<file path="config.mk">
export PLATFORM = sky130hd
export DESIGN_NAME = jtag_spi_bridge
export DESIGN_NICKNAME = d
export VERILOG_FILES = /design/src/rtl/jsb_pkg.sv /design/src/rtl/jsb_frame.sv /design/src/rtl/jsb_drbit.sv /design/src/rtl/jsb_sckgate.sv /design/src/rtl/jtag_spi_bridge.sv
export SDC_FILE = /design/constraint.sdc
export NUM_CORES = 1
export LEC_CHECK = 0
export ABC_AREA = 1
export BUFFER_PORTS_ARGS = -buffer_cell sky130_fd_sc_hd__buf_2
export CORE_MARGIN = 4
export CORE_UTILIZATION = 55
export DETAILED_ROUTE_END_ITERATION = 6
export PLACE_DENSITY = 0.73
export SYNTH_ARGS = -nofsm -noshare
export SYNTH_HDL_FRONTEND = slang
export SYNTH_SLANG_ARGS = --single-unit
</file>
<file path="constraint.sdc">
create_clock -name tck -period 2.3 [get_ports tck]
set_clock_uncertainty 0.2 [all_clocks]
set_input_delay 0.46 -clock tck [delete_from_list [all_inputs] [get_ports tck]]
set_output_delay 0.46 -clock tck [all_outputs]
set_load 0.005 [all_outputs]
</file>
<file path="src/rtl/jsb_pkg.sv">
package jsb_pkg;
  typedef enum logic [1:0] {
    ST_HUNT  = 2'd0,
    ST_LEN   = 2'd1,
    ST_BURST = 2'd2,
    ST_DONE  = 2'd3
  } jsb_state_e;
endpackage

</file>
<file path="src/rtl/jsb_frame.sv">
module jsb_frame #(
  parameter int LEN_W = 32
) (
  input  logic tck,
  input  logic rst,
  input  logic clear,
  input  logic tdi,
  output logic burst
);
  import jsb_pkg::*;

  localparam int BC_W = (LEN_W > 1) ? $clog2(LEN_W) : 1;
  localparam logic [BC_W-1:0] BC_LAST = BC_W'(LEN_W - 1);

  jsb_state_e       st;
  logic [BC_W-1:0]  bitc;
  logic [LEN_W-1:0] len_sr;
  logic [LEN_W-1:0] len_nx;
  logic [LEN_W-1:0] remain;

  assign len_nx = {len_sr[LEN_W-2:0], tdi};

  always_ff @(posedge tck) begin
    if (rst || clear) begin
      st     <= ST_HUNT;
      bitc   <= '0;
      len_sr <= '0;
      remain <= '0;
    end else begin
      case (st)
        ST_HUNT: begin
          if (tdi) begin
            st     <= ST_LEN;
            bitc   <= '0;
            len_sr <= '0;
          end
        end
        ST_LEN: begin
          len_sr <= len_nx;
          if (bitc == BC_LAST) begin
            remain <= len_nx;
            st     <= (len_nx == '0) ? ST_DONE : ST_BURST;
          end else begin
            bitc <= bitc + 1'b1;
          end
        end
        ST_BURST: begin
          remain <= remain - 1'b1;
          if (remain == LEN_W'(1)) st <= ST_DONE;
        end
        default: st <= ST_DONE;
      endcase
    end
  end

  assign burst = (st == ST_BURST);

  // zeros while hunting never start a frame
  a_r2_wait_marker: assert property (@(posedge tck) disable iff (rst)
    (st == ST_HUNT && !clear && !tdi) |=> (st == ST_HUNT));

  // abort returns to hunting
  a_r9_abort_hunt: assert property (@(posedge tck) disable iff (rst)
    clear |=> (st == ST_HUNT));

  // last counted clock ends the burst
  a_r3_count_end: assert property (@(posedge tck) disable iff (rst)
    (st == ST_BURST && !clear && remain == LEN_W'(1)) |=> (st == ST_DONE));

  // zero length skips the burst
  a_r10_zero_len: assert property (@(posedge tck) disable iff (rst)
    (st == ST_LEN && !clear && bitc == BC_LAST && len_nx == '0) |=> (st == ST_DONE));

  // finished frame stays finished while shifting
  a_r8_done_holds: assert property (@(posedge tck) disable iff (rst)
    (st == ST_DONE && !clear) |=> (st == ST_DONE));
endmodule

</file>
<file path="src/rtl/jsb_drbit.sv">
module jsb_drbit (
  input  logic tck,
  input  logic rst,
  input  logic load_zero,
  input  logic shifting,
  input  logic burst,
  input  logic tdi,
  input  logic miso,
  output logic tdo
);
  logic dr_q;
  logic tdo_q;

  always_ff @(posedge tck) begin
    if (rst)            dr_q <= 1'b0;
    else if (load_zero) dr_q <= 1'b0;
    else if (shifting)  dr_q <= burst ? miso : tdi;
  end

  always_ff @(negedge tck) begin
    if (rst) tdo_q <= 1'b0;
    else     tdo_q <= dr_q;
  end

  assign tdo = tdo_q;

  // capture leaves a zero in the DR bit
  a_r11_cap_zero: assert property (@(posedge tck) disable iff (rst)
    load_zero |=> !dr_q);
endmodule

</file>
<file path="src/rtl/jsb_sckgate.sv">
module jsb_sckgate (
  input  logic tck,
  input  logic rst,
  input  logic burst,
  input  logic shifting,
  output logic sck,
  output logic cs_n
);
  logic gate_q;

  always_ff @(negedge tck) begin
    if (rst) gate_q <= 1'b0;
    else     gate_q <= burst;
  end

  assign cs_n = ~gate_q;
  assign sck  = tck & gate_q & shifting;

  // a high clock is only seen with chip select low
  a_r5_sck_needs_cs: assert property (@(negedge tck) disable iff (rst)
    sck |-> !cs_n);
endmodule

</file>
<file path="src/rtl/jtag_spi_bridge.sv">
module jtag_spi_bridge #(
  parameter int LEN_W = 32
) (
  input  logic tck,
  input  logic rst,
  input  logic usr_sel,
  input  logic cap_dr,
  input  logic shf_dr,
  input  logic upd_dr,
  input  logic tdi,
  output logic tdo,
  output logic spi_sck,
  output logic spi_mosi,
  output logic spi_cs_n,
  input  logic spi_miso
);
  logic shifting;
  logic clear;
  logic burst;

  assign shifting = usr_sel & shf_dr;
  assign clear    = ~shifting | (usr_sel & (cap_dr | upd_dr));

  jsb_frame #(.LEN_W(LEN_W)) u_frame (
    .tck   (tck),
    .rst   (rst),
    .clear (clear),
    .tdi   (tdi),
    .burst (burst)
  );

  jsb_drbit u_dr (
    .tck       (tck),
    .rst       (rst),
    .load_zero (usr_sel & cap_dr),
    .shifting  (shifting),
    .burst     (burst),
    .tdi       (tdi),
    .miso      (spi_miso),
    .tdo       (tdo)
  );

  jsb_sckgate u_gate (
    .tck      (tck),
    .rst      (rst),
    .burst    (burst),
    .shifting (shifting),
    .sck      (spi_sck),
    .cs_n     (spi_cs_n)
  );

  assign spi_mosi = tdi;

  // after an abort edge the select is released at the next falling edge
  a_r9_cs_release: assert property (@(posedge tck) disable iff (rst)
    (!shifting && !burst) |=> spi_cs_n);
endmodule

</file>
# Yosys cells after proc, flatten, opt, wreduce, memory -nomap -nowiden
# Index checks and enable logic that the tools add are counted.
# totals
out_inout_bits	4
wordCells	49
reg_bits	73
in_bits	8
# classes
addsub	2
reduce_logical	10
bitwise	9
n_eq_ne	8
muxes	13
# ops
operator	n
$pmux 32 s2	1
$pmux 31 s2	1
$eq 32x1->1 const B	1
$logic_not 32->1	1
$mux 32	1
$sub 32x1->32 const B	1
$mux 31	1
$mux 5	2
$pmux 5 s2	1
$mux 2	3
$ne 2x2->1 const B	3
$pmux 2 s3	1
$reduce_and 3->1	2
$add 5x1->5 const B	1
$and 1x1->1	5
$eq 5x5->1 const B	1
$reduce_and 2->1	2
$reduce_bool 2->1	2
$eq 2x1->1 const B	1
$eq 2x2->1 const B	1
$logic_not 2->1	1
$mux 1	2
$ne 2x1->1 const B	1
$not 1->1	2
other kinds (3)	4

# Logic depth before layout (Yosys ltp)
# Gate-level depths: netlist of the first run.
# depth
ltp_word	4
ltp_mapped	11

# By module
# A second synthesis of the first run with hierarchy kept.
# unflattened
cells_unflattened	670
area_unflattened_um2	4150.2
# by_module_without_submodules
module	seq_area_each_um2	cells_each	n_inst	area_per_inst_um2
jsb_frame	1401.3	643	1	3990.1
jsb_drbit	40.0	13	1	82.6
jsb_sckgate	20.0	7	1	45.0
jtag_spi_bridge	0.0	7	1	32.5

==> results of run 1 <==
## power groups by stage
| stage | clock [mW] | sequential, mW | combinational, mW |
|---|---|---|---|
| finish | 1.13 | 1.27 | 0.0476 |
| global route | 1.21 | 1.27 | 0.0530 |
| CTS | 1.15 | 1.27 | 0.0473 |
| detailed placement | 0.0152 | 1.29 | 0.0472 |
| global placement | 0.0152 | 1.29 | 0.0470 |
| floorplan | 0.0152 | 1.29 | 0.0308 |
## flip-flops by register name, indices dropped and copies added (netlist names)
name            flops
u_dr.dr_q           1
u_dr.tdo            1
u_frame.bitc        5
u_frame.len_sr     31
u_frame.remain     32
u_frame.st          2
u_gate.gate_q       1
## metrics by stage
step	hold slack, ps	setup WS, ps	cell area [um2]	util, %
after floorplan	250	-6.46	4090	-
after global placement	264	-90.9	4220	58.1
after detailed placement	268	-86.6	4220	58.1
after CTS	196	-512	4440	61.2
after global routing	225	-553	4500	62.1
final	212	-490	4500	62.1
## layout by cell type, fill, tap and decap left out, types with 9 or more instances in the layout
cell / instances
a21oi_1: 58
buf_2: 10
clkbuf_8: 9
dfxtp_1: 69
inv_1: 65
nand2_1: 197
nand3_1: 36
nor2_1: 73
o21ai_0: 38
## worst max-delay path: stages (launching register included)
cell and delay [ps]:
dfxtp_2 310, inv_2 30, nor3_2 120, buf_2 130
## cell usage after synthesis, drive strengths merged, types with 5 or more instances
cell / count
nand2: 203
nor2: 85
dfxtp: 73
inv: 71
a21oi: 61
o21ai: 50
nand3: 37
buf: 19
nor3: 6
clkbuf: 5
nor4: 5
## routing by layer
| metal | share of wire (%) | up-vias | GRT usage, % |
|---|---|---|---|
| li1 | - | 2092 | - |
| met1 | 48 | 1857 | 37.1 |
| met2 | 44 | 126 | 37.4 |
| met3 | 6.1 | 20 | 4.17 |
| met4 | 2.0 | 0 | 9.63 |
| met5 | 0 | - | 0 |
## final timing paths
kind,end,slack [ps],cells after the start
worst max-delay path,spi_sck,-490,3
worst min-delay path,u_dr.dr_q,210,4
worst max register to register,u_frame.remain[12],120,9
worst min register to register,u_frame.len_sr[18],280,2
## kinds of logic (layout without fill, tap and decap cells)
logic type               count (synthesis)  count (layout)  share of synthesized area, %
AO/OA/AOI/OAI                          122             122                          16.0
flip-flops                              73              73                          35.8
AND/OR/NAND/NOR                        345             345                          36.1
XOR/XNOR                                 5               5                          1.07
buffers and inverters                   96             110                          9.83
adder cells (fa/ha/maj)                  4               4                          1.23
## area by class of cell
| class | instances | area share, % |
|---|---|---|
| timing repair inverter | 1 | 0.167 |
| timing repair buffer | 19 | 3.31 |
| clock buffer | 12 | 3.03 |
| inverter | 71 | 6.00 |
| sequential | 73 | 32.6 |
| clock inverter | 7 | 1.97 |
| multi-input combinational | 476 | 50.2 |
| tap | 99 | 2.75 |
## what timing repair did
| item | in CTS | in global routing |
|---|---|---|
| pin swaps | 0 | 3 |
| resized for setup | 2 | 17 |
| cloned | 0 | 1 |
| endpoints found under the setup margin | 14 | 17 |
| setup buffers | 0 | 2 |
==> impl_metrics.tcl, run 1 <==
set metrics [dict create \
    cap_violations 0 \
    postSynth.asyncResetShare_pct 0 \
    ir_drop_uv 316 \
    area.growth.synth_to_final_pct 10.3 \
    grt_pass1_wl_um 17800 \
    path_clk_slew_ps 80 \
    netlist.area_leader.share_pct 35.8 \
    p_total_mw 2.44 \
    yosysSeqAreaShare_pct 35.8 \
    rsz0062_at_grt "true" \
    drive_above_1_share_pct 12.1 \
    dp.cells 738 \
    cp-start-kind "flop" \
    final_cells 758 \
    crit_type "flop to output pin" \
    tightest_slew_ps 868 \
    worstHoldStart "usr_sel" \
    p_sw_share_pct 22.4 \
    htreeDepth 3 \
    critPathRequiredTime_ps 1640 \
    status "finished, violations left" \
    drtPass1Iterations 5 \
    multiInputGateArea_um2 2260 \
    power_frac_seq_pct 51.8 \
    numCtsBuffers 9 \
    gp_congestion 0.878 \
    max-slew-margin-rel_pct 42.1 \
    cts_tree "built" \
    ys_ff_latch 73 \
    cts_buffer_depth 2 \
    p_switching_uw 547 \
    die_y_um 94.2 \
    setup_viol 4 \
    rows 31 \
    grt_max_degree 65 \
    antenna_found_initial 0 \
    cts_root_buffer "clkbuf_8" \
    ant_nets 0 \
    hold_path.class "input port to flop" \
    worstSetupEndpointType "output pin" \
    regArea_um2 1470 \
    drt_first_iter_violations 404 \
    pwr-share-comb_pct 2.0 \
    insertion_delay_ps 350 \
    syn_area_um2 4090 \
    ys.flop_type "dfxtp_1" \
    final_max_slew_viol_count 0 \
    cellPowerDensity_nw_per_um2 542 \
    initial_utilization_pct 56.3 \
    fill_cells 723 \
    worstPathArrival_ps 2130 \
    route.detailed.wl_per_inst_um 13.7 \
    finalHoldViolCount 0 \
    ys_warn_count 0 \
    gr-total-overflow 0 \
    layout_setup_ws_ps -490 \
    antennaDiodeCount 0 \
    viasPerCell 5.40 \
    nNetsFinal 667 \
    setup_tns_ps -1250 \
    via_count 4095 \
    r2r-start "u_frame.bitc[0]" \
    worstSetupStartpoint "u_gate.gate_q" \
    drc 0 \
    coreArea_um2 7250 \
    pin_count 12 \
    port_buffers 11 \
    holdBufCountCts 0 \
    clkPwrFrac_pct 46.2 \
    synth_nets 657 \
    hpwlAfterDp_um 7380 \
    intPower_mw 1.90 \
    violations "negative setup slack" \
    yosys.area.top_type "dfxtp_1" \
    drt_wl_total_um 10400 \
    die_area_um2 8870 \
    synth_cell_types 35 \
    grt_pass1_vias 3707 \
    grt.total_usage_pct 25.5 \
    power.leakage_nw 1.80 \
    synth_edf_count 0 \
    dieWidth_um 94.2 \
    ys_top_cells_by_area "dfxtp_1 36%, nand2_1 18%, a21oi_1 7.2%" \
    worstPathMaxFanout 2 \
    synth_area_per_cell_um2 6.33 \
    synthCells 645 \
]
Note: power is estimated with default switching activity, not from simulation.
==> run 2: changes to the inputs <==
- SKIP_LAST_GASP: default -> 1
==> run 2 against run 1 <==
Via count up 0.44%. The flow still finishes with violations (negative setup slack). Largest cell class unchanged. Hold slack barely moved. Clock power hardly changed. Cell count stayed put.
==> impl_metrics.tcl, run 2 (same netlist as run 1, synthesis figures left out) <==
set metrics [dict create \
    violations "negative setup slack" \
    gp_congestion 0.878 \
    via_count 4113 \
    die_y_um 94.2 \
    ir_drop_uv 314 \
    critPathTopFamily "flip-flops" \
    cap_violations 0 \
    grt.busiest_layer "met2" \
    pin_count 12 \
    power.leakage_nw 1.81 \
    worstSetupStartpoint "u_gate.gate_q" \
    cellPowerDensity_nw_per_um2 543 \
    holdBufCountCts 0 \
    crit_type "flop to output pin" \
    antennaDiodeCount 0 \
    r2r-end "u_frame.remain[12]" \
    rows 31 \
    use_met2_pct 37.4 \
    final_common_cell "nand2_1" \
    max-slew-margin-rel_pct 43.1 \
    grt_max_degree 65 \
    largest_reg_flops 32 \
    cts_buffer_depth 2 \
    reg.largest.list "u_frame.remain (32), u_frame.len_sr (31), u_frame.bitc (5)" \
    drt_wl_total_um 10500 \
    cpPeakStageDelay_ps 310 \
    insertion_delay_ps 350 \
    dieWidth_um 94.2 \
    tightest_slew_ps 852 \
    finalHoldViolCount 0 \
    htreeDepth 3 \
    area.growth.synth_to_final_pct 10.1 \
    final_cell_mix "197 x nand2_1, 73 x nor2_1, 70 x dfxtp_1" \
    placed_cell_area_um2 4220 \
    cts_tree "built" \
    critPathRequiredTime_ps 1640 \
    setup_viol 4 \
    antenna_found_initial 0 \
    cp-start-kind "flop" \
    worstSetupPathDepth 3 \
    status "finished, violations left" \
    final_cells 758 \
    worstPathMaxFanout 2 \
    nNetsFinal 667 \
    drc 0 \
    initial_utilization_pct 56.3 \
    r2r_slack_ps 90 \
    p_total_mw 2.44 \
    rsz0062_at_grt "true" \
    grt.total_usage_pct 25.5 \
    cp_slowest_cell "dfxtp_2" \
    r2r_cells 9 \
    cp.buffers_inverters 2 \
    fill_cells 723 \
    gr-usage-met1_pct 37.1 \
    fin_area_um2 4500 \
    final_max_slew_viol_count 0 \
    drtPass1Iterations 5 \
    drive_above_1_share_pct 11.7 \
    numCtsBuffers 9 \
    coreArea_um2 7250 \
    worstPathArrival_ps 2130 \
    r2r-start "u_frame.bitc[0]" \
    hold_path.class "input port to flop" \
    hpwlAfterDp_um 7380 \
    dp_slack_ps -86.6 \
    crit_chain "inv_2, nor3_2, buf_2" \
    dp.cells 738 \
    path_clk_slew_ps 80 \
    setup_tns_ps -1250 \
    grt_pass1_vias 3707 \
    route.detailed.wl_per_inst_um 13.8 \
    layout_setup_ws_ps -492 \
    port_buffers 11 \
    worstSetupEndpointType "output pin" \
    grt_pass1_wl_um 17800 \
    cts_root_buffer "clkbuf_8" \
    ant_nets 0 \
    drt_first_iter_violations 382 \
    die_area_um2 8870 \
    viasPerCell 5.43 \
    crit_end "spi_sck" \
    top_register "u_frame.remain" \
    gr-total-overflow 0 \
    gr-usage-met3_pct 4.17 \
]
run 2: metal layers:
layer  share of wire, %  up-vias
li1                   -     2092
met1                 47     1869
met2                 45      136
met3                7.1       16
met4                1.7        0
met5                  0        -
run 2: tightest hold or removal path: cells and delay by family:
kind | cells | cell delay, ps
AOI/OAI and AO/OA | 2 | 140
buffers and inverters | 2 | 130
run 2: cell type report:
| cell class | count | area (um2) | share of cell area [%] |
|---|---|---|---|
| Timing Repair inverter | 1 | 7.51 | 0.167 |
| Inverter | 71 | 270 | 6.01 |
| Clock buffer | 12 | 136 | 3.03 |
| Sequential cell | 73 | 1470 | 32.6 |
| Multi-Input combinational cell | 476 | 2260 | 50.2 |
| Tap cell | 99 | 124 | 2.75 |
| Timing Repair Buffer | 19 | 149 | 3.31 |
| Clock inverter | 7 | 88.8 | 1.98 |
run 2: repair_timing:
item / in CTS / in global routing
gates resized for setup: 2 / 14
cloned: 0 / 1
setup endpoints to repair: 14 / 17
pin swaps: 0 / 2
setup buffers: 0 / 2
run 2: metrics by stage:
stage	utilization, %	hold slack, ps
finish	62.0	212
global route	62.0	225
CTS	61.2	196
detailed placement	58.1	268
global placement	58.1	264
floorplan	-	250
run 2: worst min-delay path by stage:
| stage | start | to | slack [ps] | cells past startpoint |
|---|---|---|---|---|
| after CTS | usr_sel | u_dr.dr_q | 200 | 4 |
| final | usr_sel | u_dr.dr_q | 210 | 4 |
| after floorplan | u_frame.bitc[4] | u_frame.bitc[4] | 250 | 2 |
| after global placement | u_frame.len_sr[28] | u_frame.len_sr[28] | 260 | 2 |
| after detailed placement | u_frame.len_sr[18] | u_frame.len_sr[18] | 270 | 2 |
| after global routing | usr_sel | u_dr.dr_q | 230 | 4 |
run 2: power breakdown:
part / internal [mW] / switching [mW] / total [mW]
sequential: 1.26 / 0.000770 / 1.27
clock: 0.618 / 0.512 / 1.13
combinational: 0.0131 / 0.0343 / 0.0474
==> run 3: changes to the inputs <==
- GPL_TIMING_DRIVEN: default -> 0
- PLACE_DENSITY: 0.73 -> 0.72
==> run 3 against run 2 <==
Hold slack worse by 2.5 ps. Critical endpoint unchanged. Cell count is 2.2% higher. Highest routed layer unchanged. Largest cell class unchanged. The flow still finishes with violations (negative setup slack). Total power is 2.4% higher. Setup slack better by 4.6 ps. Combinational power is 11% higher. Design area is 1.1% higher.
==> impl_metrics.tcl, run 3 (same netlist as run 1, synthesis figures left out) <==
set metrics [dict create \
    cellPowerDensity_nw_per_um2 550 \
    tightest_slew_ps 604 \
    rsz0062_at_grt "true" \
    final_max_slew_viol_count 0 \
    critPathRequiredTime_ps 1640 \
    grt_max_degree 14 \
    drive_above_1_share_pct 12.9 \
    coreArea_um2 7250 \
    dp_slack_ps -165 \
    route.detailed.wl_per_inst_um 14.8 \
    area.growth.synth_to_final_pct 11.2 \
    top_register "u_frame.remain" \
    pin_count 12 \
    reg.largest.list "u_frame.remain (32), u_frame.len_sr (31), u_frame.bitc (5)" \
    power.leakage_nw 1.85 \
    die_y_um 94.2 \
    cp_slowest_cell "dfxtp_2" \
    nNetsFinal 683 \
    insertion_delay_ps 350 \
    viasPerCell 5.42 \
    initial_utilization_pct 56.3 \
    hold_depth 4 \
    gr-total-overflow 0 \
    cp-start-kind "flop" \
    final_cell_mix "197 x nand2_1, 74 x nor2_1, 70 x dfxtp_1" \
    drtPass1Iterations 5 \
    via_count 4197 \
    cts_buffer_depth 2 \
    numCtsBuffers 9 \
    cts_tree "built" \
    final_common_cell "nand2_1" \
    antenna_found_initial 0 \
    hold_path.class "input port to flop" \
    violations "negative setup slack" \
    cts_root_buffer "clkbuf_8" \
    holdBufCountCts 0 \
    hpwlAfterDp_um 8550 \
    status "finished, violations left" \
    layout_setup_ws_ps -487 \
    worstSetupEndpointType "output pin" \
    drt_first_iter_violations 316 \
    path_clk_slew_ps 80 \
    fin_area_um2 4540 \
    dieWidth_um 94.2 \
    crit_type "flop to output pin" \
    finalHoldViolCount 0 \
    setup_viol 4 \
    htreeDepth 3 \
    rows 31 \
    crit_chain "inv_2, nor3_2, buf_2" \
    ant_nets 0 \
    cpPeakStageDelay_ps 310 \
    grt.total_usage_pct 27.7 \
    critPathTopFamily "flip-flops" \
    port_buffers 11 \
    worstPathMaxFanout 2 \
    cp.buffers_inverters 2 \
    die_area_um2 8870 \
    r2r_cells 4 \
    setup_tns_ps -1130 \
    worstPathArrival_ps 2130 \
    worstSetupPathDepth 3 \
    largest_reg_flops 32 \
    placed_cell_area_um2 4270 \
    drt_wl_total_um 11500 \
    gp_congestion 0.992 \
    cap_violations 0 \
    antennaDiodeCount 0 \
    drc 0 \
    max-slew-margin-rel_pct 59.7 \
    ir_drop_uv 394 \
    grt_pass1_wl_um 18900 \
    grt_pass1_vias 4021 \
]
-- run 3: cell type report --
cell class,count,area [um2]
clock buffer,12,146
multi-input combinational,476,2250
clock inverter,8,96.3
tap,99,124
sequential,73,1470
buffer,23,128
timing repair buffer,13,72.6
fill,724,2710
inverter,71,267
-- run 3: worst paths after layout --
check | start | endpoint | slack [ps]
worst min register to register | u_frame.len_sr[15] | u_frame.len_sr[16] | 270
worst min-delay path | upd_dr | u_frame.st[0] | 210
worst max register to register | u_frame.st[1] | u_gate.gate_q | 130
worst max-delay path | u_gate.gate_q | spi_sck | -490
-- run 3: per-stage QoR --
stage / hold WS (ps) / cells / power [mW] / utilization (%)
detailed placement: 269 / 755 / 1.36 / 58.9
global placement: 259 / 755 / 1.36 / 58.9
floorplan: 250 / 645 / 1.34 / -
finish: 210 / 775 / 2.50 / 62.7
CTS: 197 / 773 / 2.52 / 62.2
global route: 204 / 775 / 2.59 / 62.7
-- run 3: timing repair --
action                     CTS  global route
setup buffers                1             2
pin swaps                    1             1
setup endpoints to repair    6            20
resized for setup            2            10
-- run 3: worst register-to-register path, delay by kind of cell, from the launching register on --
kind	cells	cell delay, ps
flip-flops	1	380
AND/OR/NAND/NOR	2	220
buffers and inverters	2	190
-- run 3: where the power goes --
group / total, mW / switching, mW / internal [mW]
logic: 0.0528 / 0.0366 / 0.0162
clock network: 1.18 / 0.529 / 0.654
registers: 1.27 / 0.000806 / 1.26
total: 2.50 / 0.566 / 1.93
-- run 3: per-layer routing --
layer  share of wire (%)  global-route usage [%]  wire length [um]  vias to the layer above
li1                    -                       -                 -                     2119
met1                  47                    37.1              5360                     1925
met2                  45                    43.6              5180                      130
met3                 6.1                    6.33               698                       23
met4                 1.9                    9.51               220                        0
met5                   0                       0                 0                        -
